**src/rtl/sdac_pkg.sv**
```systemverilog
package sdac_pkg;
    // Receive sequencer phases.
    typedef enum logic [1:0] {
        PH_IDLE, // selected, waiting for the start bit
        PH_HDR,  // collecting header fields
        PH_DATA, // shifting data words
        PH_DONE  // frame finished or handed off; ignore bits
    } rx_phase_e;

    // Header fields after the start bit that are always present:
    // direction, group, update.
    localparam int HDR_FIXED = 3;
endpackage

```
**src/rtl/sdac_sync.sv**
```systemverilog
// Multi-stage synchroniser with a one-cycle delayed copy of the low EW bits
// for edge detection.
module sdac_sync #(
    parameter int             W       = 4,
    parameter int             EW      = 3,
    parameter int             STAGES  = 2,
    parameter logic [W-1:0]   RST_VAL = '0
) (
    input  logic          clk_i,
    input  logic          rst_ni,
    input  logic [W-1:0]  async_i,
    output logic [W-1:0]  lvl_o,
    output logic [EW-1:0] prv_o
);
    typedef struct packed {
        logic [STAGES-1:0][W-1:0] chain;
        logic [EW-1:0]            prv;
    } sync_t;

    sync_t d, q;

    always_comb begin
        d          = q;
        d.chain[0] = async_i;
        for (int s = 1; s < STAGES; s++) begin
            d.chain[s] = q.chain[s-1];
        end
        d.prv = q.chain[STAGES-1][EW-1:0];
    end

    always_ff @(posedge clk_i or negedge rst_ni) begin
        if (!rst_ni) begin
            q.chain <= {STAGES{RST_VAL}};
            q.prv   <= RST_VAL[EW-1:0];
        end else begin
            q <= d;
        end
    end

    assign lvl_o = q.chain[STAGES-1];
    assign prv_o = q.prv;
endmodule

```
**src/rtl/sdac_rx.sv**
```systemverilog
// Header decoder and data word shifter.
module sdac_rx
    import sdac_pkg::*;
#(
    parameter int NCH = 4,
    parameter int DW  = 10
) (
    input  logic                    clk_i,
    input  logic                    rst_ni,
    input  logic                    cs_lvl_i,
    input  logic                    cs_rise_i,
    input  logic                    sclk_rise_i,
    input  logic                    sdi_i,
    output logic                    wr_en_o,
    output logic [$clog2(NCH)-1:0]  wr_ch_o,
    output logic [DW-1:0]           wr_dat_o,
    output logic [NCH-1:0]          ld_mask_o,
    output logic                    rd_start_o
);
    localparam int AW  = $clog2(NCH);
    localparam int CW  = $clog2(DW);
    localparam int HCW = $clog2(HDR_FIXED + AW + 1);
    localparam logic [HCW-1:0] H_RW   = HCW'(0);
    localparam logic [HCW-1:0] H_GRP  = HCW'(1);
    localparam logic [HCW-1:0] H_UPD  = HCW'(2);
    localparam logic [HCW-1:0] H_LAST = HCW'(HDR_FIXED + AW - 1);
    localparam logic [CW-1:0]  D_LAST = CW'(DW - 1);
    localparam logic [AW-1:0]  CH_TOP = AW'(NCH - 1);

    typedef struct packed {
        rx_phase_e      ph;
        logic [HCW-1:0] hcnt;
        logic [CW-1:0]  dcnt;
        logic           grp;
        logic           upd;
        logic [AW-1:0]  ch;
        logic [DW-1:0]  sh;
        logic [NCH-1:0] pend;
        logic           wr_en;
        logic [AW-1:0]  wr_ch;
        logic [DW-1:0]  wr_dat;
        logic [NCH-1:0] ld_mask;
        logic           rd_start;
    } rx_t;

    rx_t d, q;

    always_comb begin
        d          = q;
        d.wr_en    = 1'b0;
        d.ld_mask  = '0;
        d.rd_start = 1'b0;

        if (cs_lvl_i) begin
            // Deselected: drop any frame in progress.
            d.ph   = PH_IDLE;
            d.hcnt = '0;
            d.dcnt = '0;
            if (cs_rise_i) begin
                d.ld_mask = q.pend;
                d.pend    = '0;
            end
        end else if (sclk_rise_i) begin
            unique case (q.ph)
                PH_IDLE: begin
                    if (sdi_i) begin
                        d.ph   = PH_HDR;
                        d.hcnt = '0;
                        d.dcnt = '0;
                        d.grp  = 1'b0;
                        d.upd  = 1'b0;
                        d.ch   = '0;
                    end
                end
                PH_HDR: begin
                    d.hcnt = q.hcnt + 1'b1;
                    if (q.hcnt == H_RW) begin
                        if (sdi_i) begin
                            d.ph       = PH_DONE;
                            d.rd_start = 1'b1;
                        end
                    end else if (q.hcnt == H_GRP) begin
                        d.grp = sdi_i;
                    end else if (q.hcnt == H_UPD) begin
                        d.upd = sdi_i;
                        if (q.grp) begin
                            d.ph = PH_DATA;
                            d.ch = '0;
                        end
                    end else begin
                        d.ch = AW'({q.ch, sdi_i});
                        if (q.hcnt == H_LAST) begin
                            d.ph = PH_DATA;
                        end
                    end
                end
                PH_DATA: begin
                    d.sh   = {q.sh[DW-2:0], sdi_i};
                    d.dcnt = q.dcnt + 1'b1;
                    if (q.dcnt == D_LAST) begin
                        d.dcnt   = '0;
                        d.wr_en  = 1'b1;
                        d.wr_ch  = q.ch;
                        d.wr_dat = {q.sh[DW-2:0], sdi_i};
                        if (q.upd) begin
                            d.pend[q.ch] = 1'b1;
                        end
                        if (q.grp && (q.ch != CH_TOP)) begin
                            d.ch = q.ch + 1'b1;
                        end else begin
                            d.ph = PH_DONE;
                        end
                    end
                end
                default: ;
            endcase
        end
    end

    always_ff @(posedge clk_i or negedge rst_ni) begin
        if (!rst_ni) begin
            q <= '{ph: PH_IDLE, default: '0};
        end else begin
            q <= d;
        end
    end

    assign wr_en_o    = q.wr_en;
    assign wr_ch_o    = q.wr_ch;
    assign wr_dat_o   = q.wr_dat;
    assign ld_mask_o  = q.ld_mask;
    assign rd_start_o = q.rd_start;
endmodule

```
**src/rtl/sdac_bank.sv**
```systemverilog
// Staging and converter registers per channel, plus the interrupt flag.
module sdac_bank #(
    parameter int NCH = 4,
    parameter int DW  = 10
) (
    input  logic                    clk_i,
    input  logic                    rst_ni,
    input  logic                    wr_en_i,
    input  logic [$clog2(NCH)-1:0]  wr_ch_i,
    input  logic [DW-1:0]           wr_dat_i,
    input  logic [NCH-1:0]          ld_mask_i,
    input  logic                    async_ld_i,
    input  logic                    cs_fall_i,
    output logic [NCH*DW-1:0]       dac_o,
    output logic                    irq_no
);
    typedef struct packed {
        logic [NCH-1:0][DW-1:0] stg;
        logic [NCH-1:0][DW-1:0] cnv;
        logic                   irq_n;
    } bank_t;

    bank_t d, q;

    always_comb begin
        d = q;
        if (wr_en_i) begin
            d.stg[wr_ch_i] = wr_dat_i;
        end
        for (int c = 0; c < NCH; c++) begin
            if (ld_mask_i[c] || async_ld_i) begin
                d.cnv[c] = q.stg[c];
            end
        end
        if (cs_fall_i) begin
            d.irq_n = 1'b1;
        end
    end

    always_ff @(posedge clk_i or negedge rst_ni) begin
        if (!rst_ni) begin
            q <= '0;
        end else begin
            q <= d;
        end
    end

    for (genvar g = 0; g < NCH; g++) begin : g_out
        assign dac_o[g*DW +: DW] = q.cnv[g];
    end

    assign irq_no = q.irq_n;
endmodule

```
**src/rtl/sdac_wr_ctrl.sv**
```systemverilog
// Top: serial write controller for a quad converter.
module sdac_wr_ctrl #(
    parameter int NCH    = 4,
    parameter int DW     = 10,
    parameter int STAGES = 2
) (
    input  logic              clk_i,
    input  logic              rst_ni,
    input  logic              cs_ni,
    input  logic              sclk_i,
    input  logic              sdi_i,
    input  logic              upd_ni,
    output logic [NCH*DW-1:0] dac_o,
    output logic              irq_no,
    output logic              rd_start_o
);
    localparam int AW = $clog2(NCH);
    // Synchroniser bit order: 0 select, 1 serial clock, 2 update, 3 data.
    localparam int BI_CS  = 0;
    localparam int BI_SCK = 1;
    localparam int BI_UPD = 2;
    localparam int BI_SDI = 3;

    logic [3:0]    lvl;
    logic [2:0]    prv;
    logic          cs_lvl, cs_rise, cs_fall, sclk_rise, upd_fall, async_ld;
    logic          wr_en;
    logic [AW-1:0] wr_ch;
    logic [DW-1:0] wr_dat;
    logic [NCH-1:0] ld_mask;

    sdac_sync #(
        .W(4), .EW(3), .STAGES(STAGES), .RST_VAL(4'b0101)
    ) u_sync (
        .clk_i  (clk_i),
        .rst_ni (rst_ni),
        .async_i({sdi_i, upd_ni, sclk_i, cs_ni}),
        .lvl_o  (lvl),
        .prv_o  (prv)
    );

    assign cs_lvl    = lvl[BI_CS];
    assign cs_rise   = lvl[BI_CS] & ~prv[BI_CS];
    assign cs_fall   = ~lvl[BI_CS] & prv[BI_CS];
    assign sclk_rise = lvl[BI_SCK] & ~prv[BI_SCK];
    assign upd_fall  = ~lvl[BI_UPD] & prv[BI_UPD];
    assign async_ld  = upd_fall & cs_lvl;

    sdac_rx #(.NCH(NCH), .DW(DW)) u_rx (
        .clk_i      (clk_i),
        .rst_ni     (rst_ni),
        .cs_lvl_i   (cs_lvl),
        .cs_rise_i  (cs_rise),
        .sclk_rise_i(sclk_rise),
        .sdi_i      (lvl[BI_SDI]),
        .wr_en_o    (wr_en),
        .wr_ch_o    (wr_ch),
        .wr_dat_o   (wr_dat),
        .ld_mask_o  (ld_mask),
        .rd_start_o (rd_start_o)
    );

    sdac_bank #(.NCH(NCH), .DW(DW)) u_bank (
        .clk_i     (clk_i),
        .rst_ni    (rst_ni),
        .wr_en_i   (wr_en),
        .wr_ch_i   (wr_ch),
        .wr_dat_i  (wr_dat),
        .ld_mask_i (ld_mask),
        .async_ld_i(async_ld),
        .cs_fall_i (cs_fall),
        .dac_o     (dac_o),
        .irq_no    (irq_no)
    );
endmodule

```
**config.mk**
```make
export PLATFORM = sky130hd
export DESIGN_NAME = sdac_wr_ctrl
export DESIGN_NICKNAME = d
export VERILOG_FILES = /design/src/rtl/sdac_pkg.sv /design/src/rtl/sdac_sync.sv /design/src/rtl/sdac_rx.sv /design/src/rtl/sdac_bank.sv /design/src/rtl/sdac_wr_ctrl.sv
export SDC_FILE = /design/constraint.sdc
export NUM_CORES = 1
export LEC_CHECK = 0
export ABC_AREA = 1
export CELL_PAD_IN_SITES_DETAIL_PLACEMENT = 1
export CELL_PAD_IN_SITES_GLOBAL_PLACEMENT = 1
export CORE_MARGIN = 4
export CORE_UTILIZATION = 40
export DETAILED_ROUTE_END_ITERATION = 8
export GPL_TIMING_DRIVEN = 0
export PLACE_DENSITY = 0.74
export SLEW_MARGIN = 10
export SYNTH_ARGS = -nofsm -noshare
export SYNTH_HDL_FRONTEND = slang
export SYNTH_SLANG_ARGS = --single-unit
```
**constraint.sdc**
```tcl
create_clock -name clk_i -period 1.7 [get_ports clk_i]
set_input_delay 0.51 -clock clk_i [delete_from_list [all_inputs] [get_ports clk_i]]
set_output_delay 0.51 -clock clk_i [all_outputs]
set_load 0.005 [all_outputs]
```
# --- Word level (Yosys, flattened, before mapping) ---
# Index checks and enable logic that the tools add are counted.
# Widths: inputs -> output; s select.
word_totals:
  register_bits: 137
  input_bits: 6
  output_inout_bits: 42
  word_cells: 135
classes:
  addsub: 3
  magnitude_cmp: 4
  n_eq_ne: 23
  muxes: 43
  n_bitwise: 10
  reduce_logical: 27
ops:
  columns: ["operator", "n"]
  rows:
  - ["$bwmux 40", 1]
  - ["$mux 40", 1]
  - ["$mux 4", 7]
  - ["$mux 27", 1]
  - ["$mux 13", 2]
  - ["$mux 2", 12]
  - ["$demux 10 s2", 1]
  - ["$reduce_and 9->1", 2]
  - ["$mux 17", 1]
  - ["$pmux 2 s3", 2]
  - ["$mux 10", 1]
  - ["$ne 2x2->1 const B", 5]
  - ["$reduce_bool 2->1", 5]
  - ["$mux 9", 1]
  - ["$reduce_and 3->1", 3]
  - ["$reduce_bool 3->1", 3]
  - ["$mux 1", 8]
  - ["$ne 2x1->1 const B", 4]
  - ["$pmux 4 s2", 1]
  - ["$reduce_and 7->1", 1]
  - ["$lt 2x3->1 const B", 2]
  - ["$ne 3x2->1 const B", 2]
  - ["$ne 3x3->1 const B", 2]
  - ["$pmux 3 s2", 1]
  - ["28 further kinds", 41]

# --- Logic depth before layout (Yosys ltp) ---
# Gate-level depths: netlist of run 1.
depth:
  word_depth: 10
  depth_mapped: 10
  ltp_nobuf: 10

# --- Modules after synthesis ---
# Synthesis of run 1 repeated with hierarchy kept, for this count alone.
hier_totals:
  hier_cells: 689
  area_unflattened_um2: 6342.3
by_module_without_submodules:
  columns: ["module", "n_inst", "cells_per_inst", "area_per_inst_um2", "seq_area_each_um2"]
  rows:
  - ["sdac_bank", 1, 396, 3658.5, 2026.9]
  - ["sdac_rx", 1, 271, 2348.5, 1101.1]
  - ["sdac_sync", 1, 14, 305.3, 282.8]
  - ["sdac_wr_ctrl", 1, 8, 30.0, 0.0]

# --- Worst setup path before layout of run 1 ---
# Ideal clock, no wire load.
synth_timing:
  path_kind: "flip-flop to flip-flop"
  from: "register u_rx.q[43] in the netlist's numbering"
  to: "register u_rx.q[43] in the netlist's numbering"
  setup_ps: 117
  arrival_time_ps: 1269
  required_time_ps: 1583
  path_slack_ps: 314
  stages_incl_launch_ff: 10
  period_less_slack_ps: 1386
  path_cell_list: "dfrtp_1 inv_1 ha_1 buf_2 nand2_1 o21ai_0 nor2_1 nand2_1 nand2_1 nand2_1"
synth_between:
  elab_chain_len: 4
  word_cells_on_any_way: 15
  cone_classes: "eq/ne (9); mux (3); reduce/logical (3)"
synth_rtl:
  columns: ["element", "line_no", "source"]
  rows:
  - ["start, declared", "sdac_rx.sv:46", "rx_t d, q;"]
  - ["start signal, assigned", "sdac_rx.sv:122", "q <= '{ph: PH_IDLE, default: '0};"]
  - ["start signal, assigned", "sdac_rx.sv:124", "q <= d;"]
  - ["$eq 2x2->1 (tied with other cells)", "sdac_rx.sv:64", "unique case (q.ph)"]
  - ["$pmux 2 s3", "sdac_rx.sv:64", null]
  - ["$mux 40", "sdac_rx.sv:63", "end else if (sclk_rise_i) begin"]
  - ["$mux 9", "sdac_rx.sv:54", "if (cs_lvl_i) begin"]
# Parallel ways exist; a longest one is shown, timed or not. The select of a mux whose other input is x is not followed.
# A chain may end at the register's enable or synchronous reset.

# --- Worst setup path after layout of run 1 ---
layout_timing:
  from: "register u_bank.q (netlist bit u_bank.dac_o[21])"
  to: "output dac_o[21]"
layout_lines:
  columns: ["element", "line_no", "source"]
  rows:
  - ["start, declared", "sdac_bank.sv:23", "bank_t d, q;"]
  - ["start signal, assigned", "sdac_bank.sv:42", "q <= '0;"]
  - ["start signal, assigned", "sdac_bank.sv:44", "q <= d;"]
  - ["end, declared", "sdac_wr_ctrl.sv:13", "output logic [NCH*DW-1:0] dac_o,"]
# No word-level cell between the ends.

==> results of run 1 <==
synthesized netlist by cell type (2+ instances only):
master	count	area share, %
nand3_1	61	5.1
ha_1	14	2.9
buf_2	9	0.76
o21ai_0	53	4.5
xor2_1	2	0.29
nor2_1	32	2.0
clkbuf_1	8	0.50
a21oi_1	3	0.25
inv_1	53	3.3
o21ai_1	20	1.7
dfrtp_1	130	55
nand2_1	197	12
nor2_4	2	0.38
buf_4	41	5.2
nand2_2	6	0.63
buf_1	4	0.25
dfstp_2	6	2.6
nand4_1	6	0.63
per-layer routing:
metal	up-vias	global-route usage [%]	share of wire [%]
met2	56	31.5	52
met4	0	6.48	2.0
met3	20	3.44	2.6
li1	2251	-	-
met5	-	0	0
met1	2303	23.2	44
flip-flops by register name, indices dropped and copies added, names as in the netlist:
register / cells
u_rx.q: 26
u_bank.q: 40
u_bank.dac_o: 40
u_sync.lvl_o: 4
u_rx.wr_en_o: 1
u_rx.wr_dat_o: 10
u_rx.wr_ch_o: 2
u_sync.prv_o: 3
u_sync.d: 4
u_rx.rd_start_o: 1
u_bank.irq_no: 1
u_rx.ld_mask_o: 4
cell type report:
cell class	count	share of cell area, %
plain buffers	62	5.40
clock buffers	29	6.82
clock inverters	3	0.201
inverters	55	2.79
multi-input cells	407	26.3
flip-flops and latches	136	45.6
well taps	184	3.08
repair buffers	80	9.80
kinds of logic after synthesis:
family / count (synthesis)
adder cells (fa/ha/maj): 14
flip-flops: 136
buffers and inverters: 117
AO/OA/AOI/OAI: 79
XOR/XNOR: 2
AND/OR/NAND/NOR: 312
report_power, final:
group | total [mW] | switching, mW | internal (mW)
registers | 3.28 | 0.0152 | 3.27
logic | 0.244 | 0.182 | 0.0617
clock network | 3.30 | 1.29 | 2.01
per-stage QoR:
step | area (µm²) | util, % | power (mW) | hold slack [ns] | setup slack [ns]
floorplan | 5960 | - | 3.45 | 0.214 | 0.314
global placement | 6660 | 45.7 | 3.56 | 0.334 | -5.10
detailed placement | 6690 | 45.8 | 3.58 | 0.338 | 0.0154
CTS | 7340 | 50.3 | 6.90 | 0.0605 | 0.00124
global route | 7480 | 51.3 | 7.08 | 0.0872 | -0.00524
finish | 7480 | 51.3 | 6.83 | 0.0467 | 0.0275
what timing repair did:
| action | CTS | global route |
|---|---|---|
| setup endpoints to repair | 43 | 46 |
| setup buffers | 19 | 13 |
| gates resized for setup | 68 | 24 |
| pin swaps | 0 | 3 |
cell usage in the layout, fill, tap and decap left out, types with 4 or more instances in the layout:
cell type	count
clkbuf_8	4
o21ai_1	20
o21ai_0	53
clkbuf_1	16
clkdlybuf4s50_1	4
dfrtp_1	130
buf_2	8
nor2_1	29
buf_4	74
nand2_2	6
nand3_1	60
inv_1	53
nor2_4	4
nand2_1	196
nand4_1	6
ha_1	14
buf_1	4
clkbuf_16	17
dfstp_2	6
clkdlybuf4s15_1	38
path summary, 6_finish.rpt:
check                                   end             start  slack [ns]
min in group clk_i          u_sync.lvl_o[3]      u_sync.d[10]        0.35
min                        u_bank.dac_o[32]            rst_ni        0.05
max                               dac_o[21]  u_bank.dac_o[21]        0.03
max in group asynchronous   u_sync.prv_o[2]            rst_ni        0.84
min reg2reg                 u_sync.lvl_o[3]      u_sync.d[10]        0.35
max reg2reg                u_bank.dac_o[34]   u_sync.lvl_o[0]        0.12
==> flow_metrics.tcl, run 1 <==
set metrics [dict create \
    viasPerCell 4.84 \
    ctsHtreeMaxLevel 4 \
    max-cap-violations 0 \
    crit_cells 2 \
    register_area_um2 3410 \
    crit_required_ns 1.19 \
    vias 4630 \
    synth-async-reset-ratio_pct 100 \
    tns_ns 0 \
    gp_congestion 0.816 \
    synth_edf_count 0 \
    nFillCells 1698 \
    fmax_ghz 0.598 \
    clkSinkCount 136 \
    layout_min_cycle_time_ns 1.67 \
    avgSynthCellArea_um2 9.03 \
    yosys.area_share.simple_pct 22.4 \
    grt_usage_pct 18.3 \
    finalClockSkew_ns 0.00509 \
    routed_wl_um 14500 \
    row_count 44 \
    netlist_instances 660 \
    core_area_um2 14600 \
    clockBufferDepth 2 \
    synth_fa_ha_area_share_pct 2.94 \
    post-dp-hpwl_um 9680 \
    crit_family "buffers and inverters" \
    ant_nets 0 \
    multi_input_area_um2 1970 \
    drc 0 \
    die-area_um2 16900 \
    cp-end-kind "output port" \
    grt_pass1_vias 4828 \
    grt-ovfl-total 0 \
    drt_iter0_markers 195 \
    synth-xor-area-share_pct 0.294 \
    grt_max_degree 82 \
    period_share_pct 98.4 \
    leakage_nw 3.76 \
    synth_seq_area_share_pct 57.2 \
    antenna_found_initial 0 \
    die_width_um 130 \
    synth_mux_area_share_pct 0 \
    wire_per_inst_um 15.1 \
    maxSlewViolCount 0 \
    yosys_register_bits 136 \
    synth_area_um2 5960 \
    syn_nets 680 \
    cts_tree "done" \
    path_cells "buf_4 -> dlygate4sd2_1" \
    synth_ff_type "dfrtp_1" \
    layout.cells.non_filler 956 \
    grt_pass1_wl_um 24100 \
    critPathSlowestCell "dfrtp_1" \
    status "completed" \
    critical-path-max-stage-delay_ns 0.37 \
    top_level_ports 48 \
    hold_viol 0 \
    drt_pass1_iterations 4 \
    postCtsHoldBufs 0 \
    start_util_pct 40.8 \
    setup_viol 0 \
    powerDensity_nw_per_um2 912 \
    yosys_warnings 0 \
    peakVddDrop_mv 0.656 \
    drive_gt1_share_pct 17.7 \
    arrival_ns 1.16 \
    reg2reg_depth 7 \
    synth_compound_area_share_pct 6.91 \
    clk_latency_ns 0.42 \
    cp-start-kind "flop" \
    timing.critical_path.buf_inv 2 \
    cts.reportedPaths.clkPinSlew_ns 0.06 \
    nets 779 \
    io_buffers 47 \
    synth_top_family_by_area "simple AND/OR/NAND/NOR gates" \
    syn_to_final_growth_pct 25.6 \
    cts_buffers 17 \
    die_y_um 130 \
    dp_cells 892 \
    worst-setup-path-type "reg -> out" \
    n_antenna_cell 0 \
    max_slew_margin_pct 63.1 \
    crit_fanout 2 \
    synth_cell_types 31 \
    worst_pin_slew_ns 0.553 \
    hold_class "in -> async" \
    root_buffer "clkbuf_16" \
]
Note: power is estimated with default switching activity, not from simulation.
==> run 2: changes to the inputs <==
--- a/config.mk
+++ b/config.mk
@@ -8,6 +8,7 @@
 export ABC_AREA = 1
 export CELL_PAD_IN_SITES_DETAIL_PLACEMENT = 1
 export CELL_PAD_IN_SITES_GLOBAL_PLACEMENT = 1
+export CORE_ASPECT_RATIO = 1.4
 export CORE_MARGIN = 4
 export CORE_UTILIZATION = 40
 export DETAILED_ROUTE_END_ITERATION = 8
==> run 2 against run 1 <==
  * Wire length grew 4.0%
  * Maximum frequency grew 1.5%
  * Combinational power is essentially flat
  * Worst hold slack gained 0.069 ns
  * Critical path type unchanged
  * Critical endpoint is now dac_o[20]
  * Largest cell class unchanged
==> flow_metrics.tcl, run 2 (synthesized netlist as in run 1, its figures left out) <==
set metrics [dict create \
    maxSlewViolCount 0 \
    viasPerCell 4.93 \
    grt_pass1_wl_um 24900 \
    internal-power_mw 5.79 \
    postCtsHoldBufs 0 \
    peakVddDrop_mv 0.580 \
    die-area_um2 16900 \
    crit_required_ns 1.19 \
    worst-setup-path-type "reg -> out" \
    drc 0 \
    syn_to_final_growth_pct 27.7 \
    max-cap-violations 0 \
    holdWs_ns 0.115 \
    final_cell_mix "196 x nand2_1, 130 x dfrtp_1, 73 x buf_4, 60 x nand3_1, 53 x inv_1" \
    vias 4745 \
    power_mw 7.43 \
    n_antenna_cell 0 \
    tns_ns 0 \
    arrival_ns 1.14 \
    hold_class "in -> async" \
    start_util_pct 41.1 \
    top_level_ports 48 \
    wire_per_inst_um 15.6 \
    grt-ovfl-total 0 \
    setup_viol 0 \
    hold_viol 0 \
    worst_pin_slew_ns 0.691 \
    antenna_found_initial 0 \
    seq_power_share_pct 44.2 \
    max_slew_margin_pct 53.9 \
    layout_min_cycle_time_ns 1.65 \
    nets 780 \
    row_count 52 \
    drive_gt1_share_pct 19.1 \
    nFillCells 1683 \
    finalClockSkew_ns 0.0117 \
    crit_fanout 2 \
    post-dp-hpwl_um 10000 \
    powerDensity_nw_per_um2 977 \
    clk_latency_ns 0.42 \
    fmax_ghz 0.607 \
    cts_buffers 17 \
    drt_pass1_iterations 4 \
    routed_wl_um 15000 \
    clockBufferDepth 2 \
    grt_max_degree 75 \
    cp-start-kind "flop" \
    drt_iter0_markers 179 \
    ctsHtreeMaxLevel 4 \
    rsz0062_at_grt "yes" \
    final_common_cell "nand2_1" \
    fin_util_pct 52.4 \
    leakage_nw 3.80 \
    io_buffers 47 \
    p_sw_share_pct 22.0 \
    clkSinkCount 136 \
    die_width_um 111 \
    ant_nets 0 \
    gp_congestion 0.839 \
    status "completed" \
    cts.reportedPaths.clkPinSlew_ns 0.06 \
    dp_slack_ns -0.0157 \
    core_area_um2 14500 \
    period_share_pct 96.9 \
    root_buffer "clkbuf_16" \
    p_sw_mw 1.64 \
    grt_pass1_vias 5082 \
    p_comb_share_pct 3.3 \
    die_y_um 152 \
    cp-end-kind "output port" \
    cts_tree "done" \
    power.share.clock_pct 52.5 \
    grt_usage_pct 18.1 \
    setup_slack_ns 0.0523 \
]
run 2: cell types whose count changed in the layout (fill, tap and decap cells not counted), sizes merged, moves of 3 or more:
cell | before | now
clkbuf | 37 | 26
clkinvlp | 0 | 3
bufinv | 0 | 4
inv | 55 | 58
run 2: critical path, stage by stage, from the launching register on:
cell and delay, ns:
dfrtp_1 0.39, buf_4 0.13, clkdlybuf4s15_1 0.20
run 2: worst paths after layout:
| check | start | end | slack, ns | depth (start not counted) |
|---|---|---|---|---|
| max reg2reg | u_rx.q[37] | u_rx.q[18] | 0.06 | 8 |
| min | rst_ni | u_bank.dac_o[1] | 0.12 | 1 |
| min reg2reg | u_sync.d[10] | u_sync.lvl_o[3] | 0.35 | 0 |
| max in group asynchronous | rst_ni | u_sync.prv_o[2] | 0.81 | 2 |
| max | u_bank.dac_o[20] | dac_o[20] | 0.05 | 2 |
| min in group clk_i | u_sync.d[10] | u_sync.lvl_o[3] | 0.35 | 0 |
run 2: stage by stage:
step / cell area [µm²] / std cells
after detailed placement: 6700 / 897
after floorplan: 5960 / 660
after global routing: 7610 / 962
after global placement: 6670 / 896
after CTS: 7430 / 947
final: 7610 / 962
run 2: final cells by class:
cell class              count  area, µm²  share of cell area [%]
multi-input cells         408       1990                    26.2
repair buffers             80        734                    9.65
clock buffers              18        429                    5.64
plain buffers              62        402                    5.28
clock inverters            14        196                    2.58
flip-flops and latches    136       3410                    44.8
inverters                  55        209                    2.75
well taps                 189        236                    3.11
run 2: timing repair:
action | CTS | global route
endpoints found under the setup margin | 46 | 67
buffers inserted | 18 | 14
pin swaps | 0 | 3
resized for setup | 64 | 31
gates cloned | 0 | 1
run 2: routing by layer:
| layer | share of wire [%] | vias to the layer above | track usage, % |
|---|---|---|---|
| met5 | 0 | - | 0 |
| met4 | 2.4 | 0 | 7.30 |
| met3 | 2.2 | 24 | 3.10 |
| met2 | 57 | 66 | 34.8 |
| met1 | 38 | 2403 | 19.3 |
| li1 | - | 2252 | - |
run 2: power by group through the flow:
stage / registers (mW) / logic, mW / clock network (mW)
2_1_floorplan: 3.34 / 0.113 / 0
3_3_place_gp: 3.34 / 0.223 / 0
3_5_place_dp: 3.34 / 0.241 / 0
4_1_cts: 3.28 / 0.242 / 3.96
5_1_grt: 3.28 / 0.284 / 4.12
6_report: 3.28 / 0.246 / 3.90
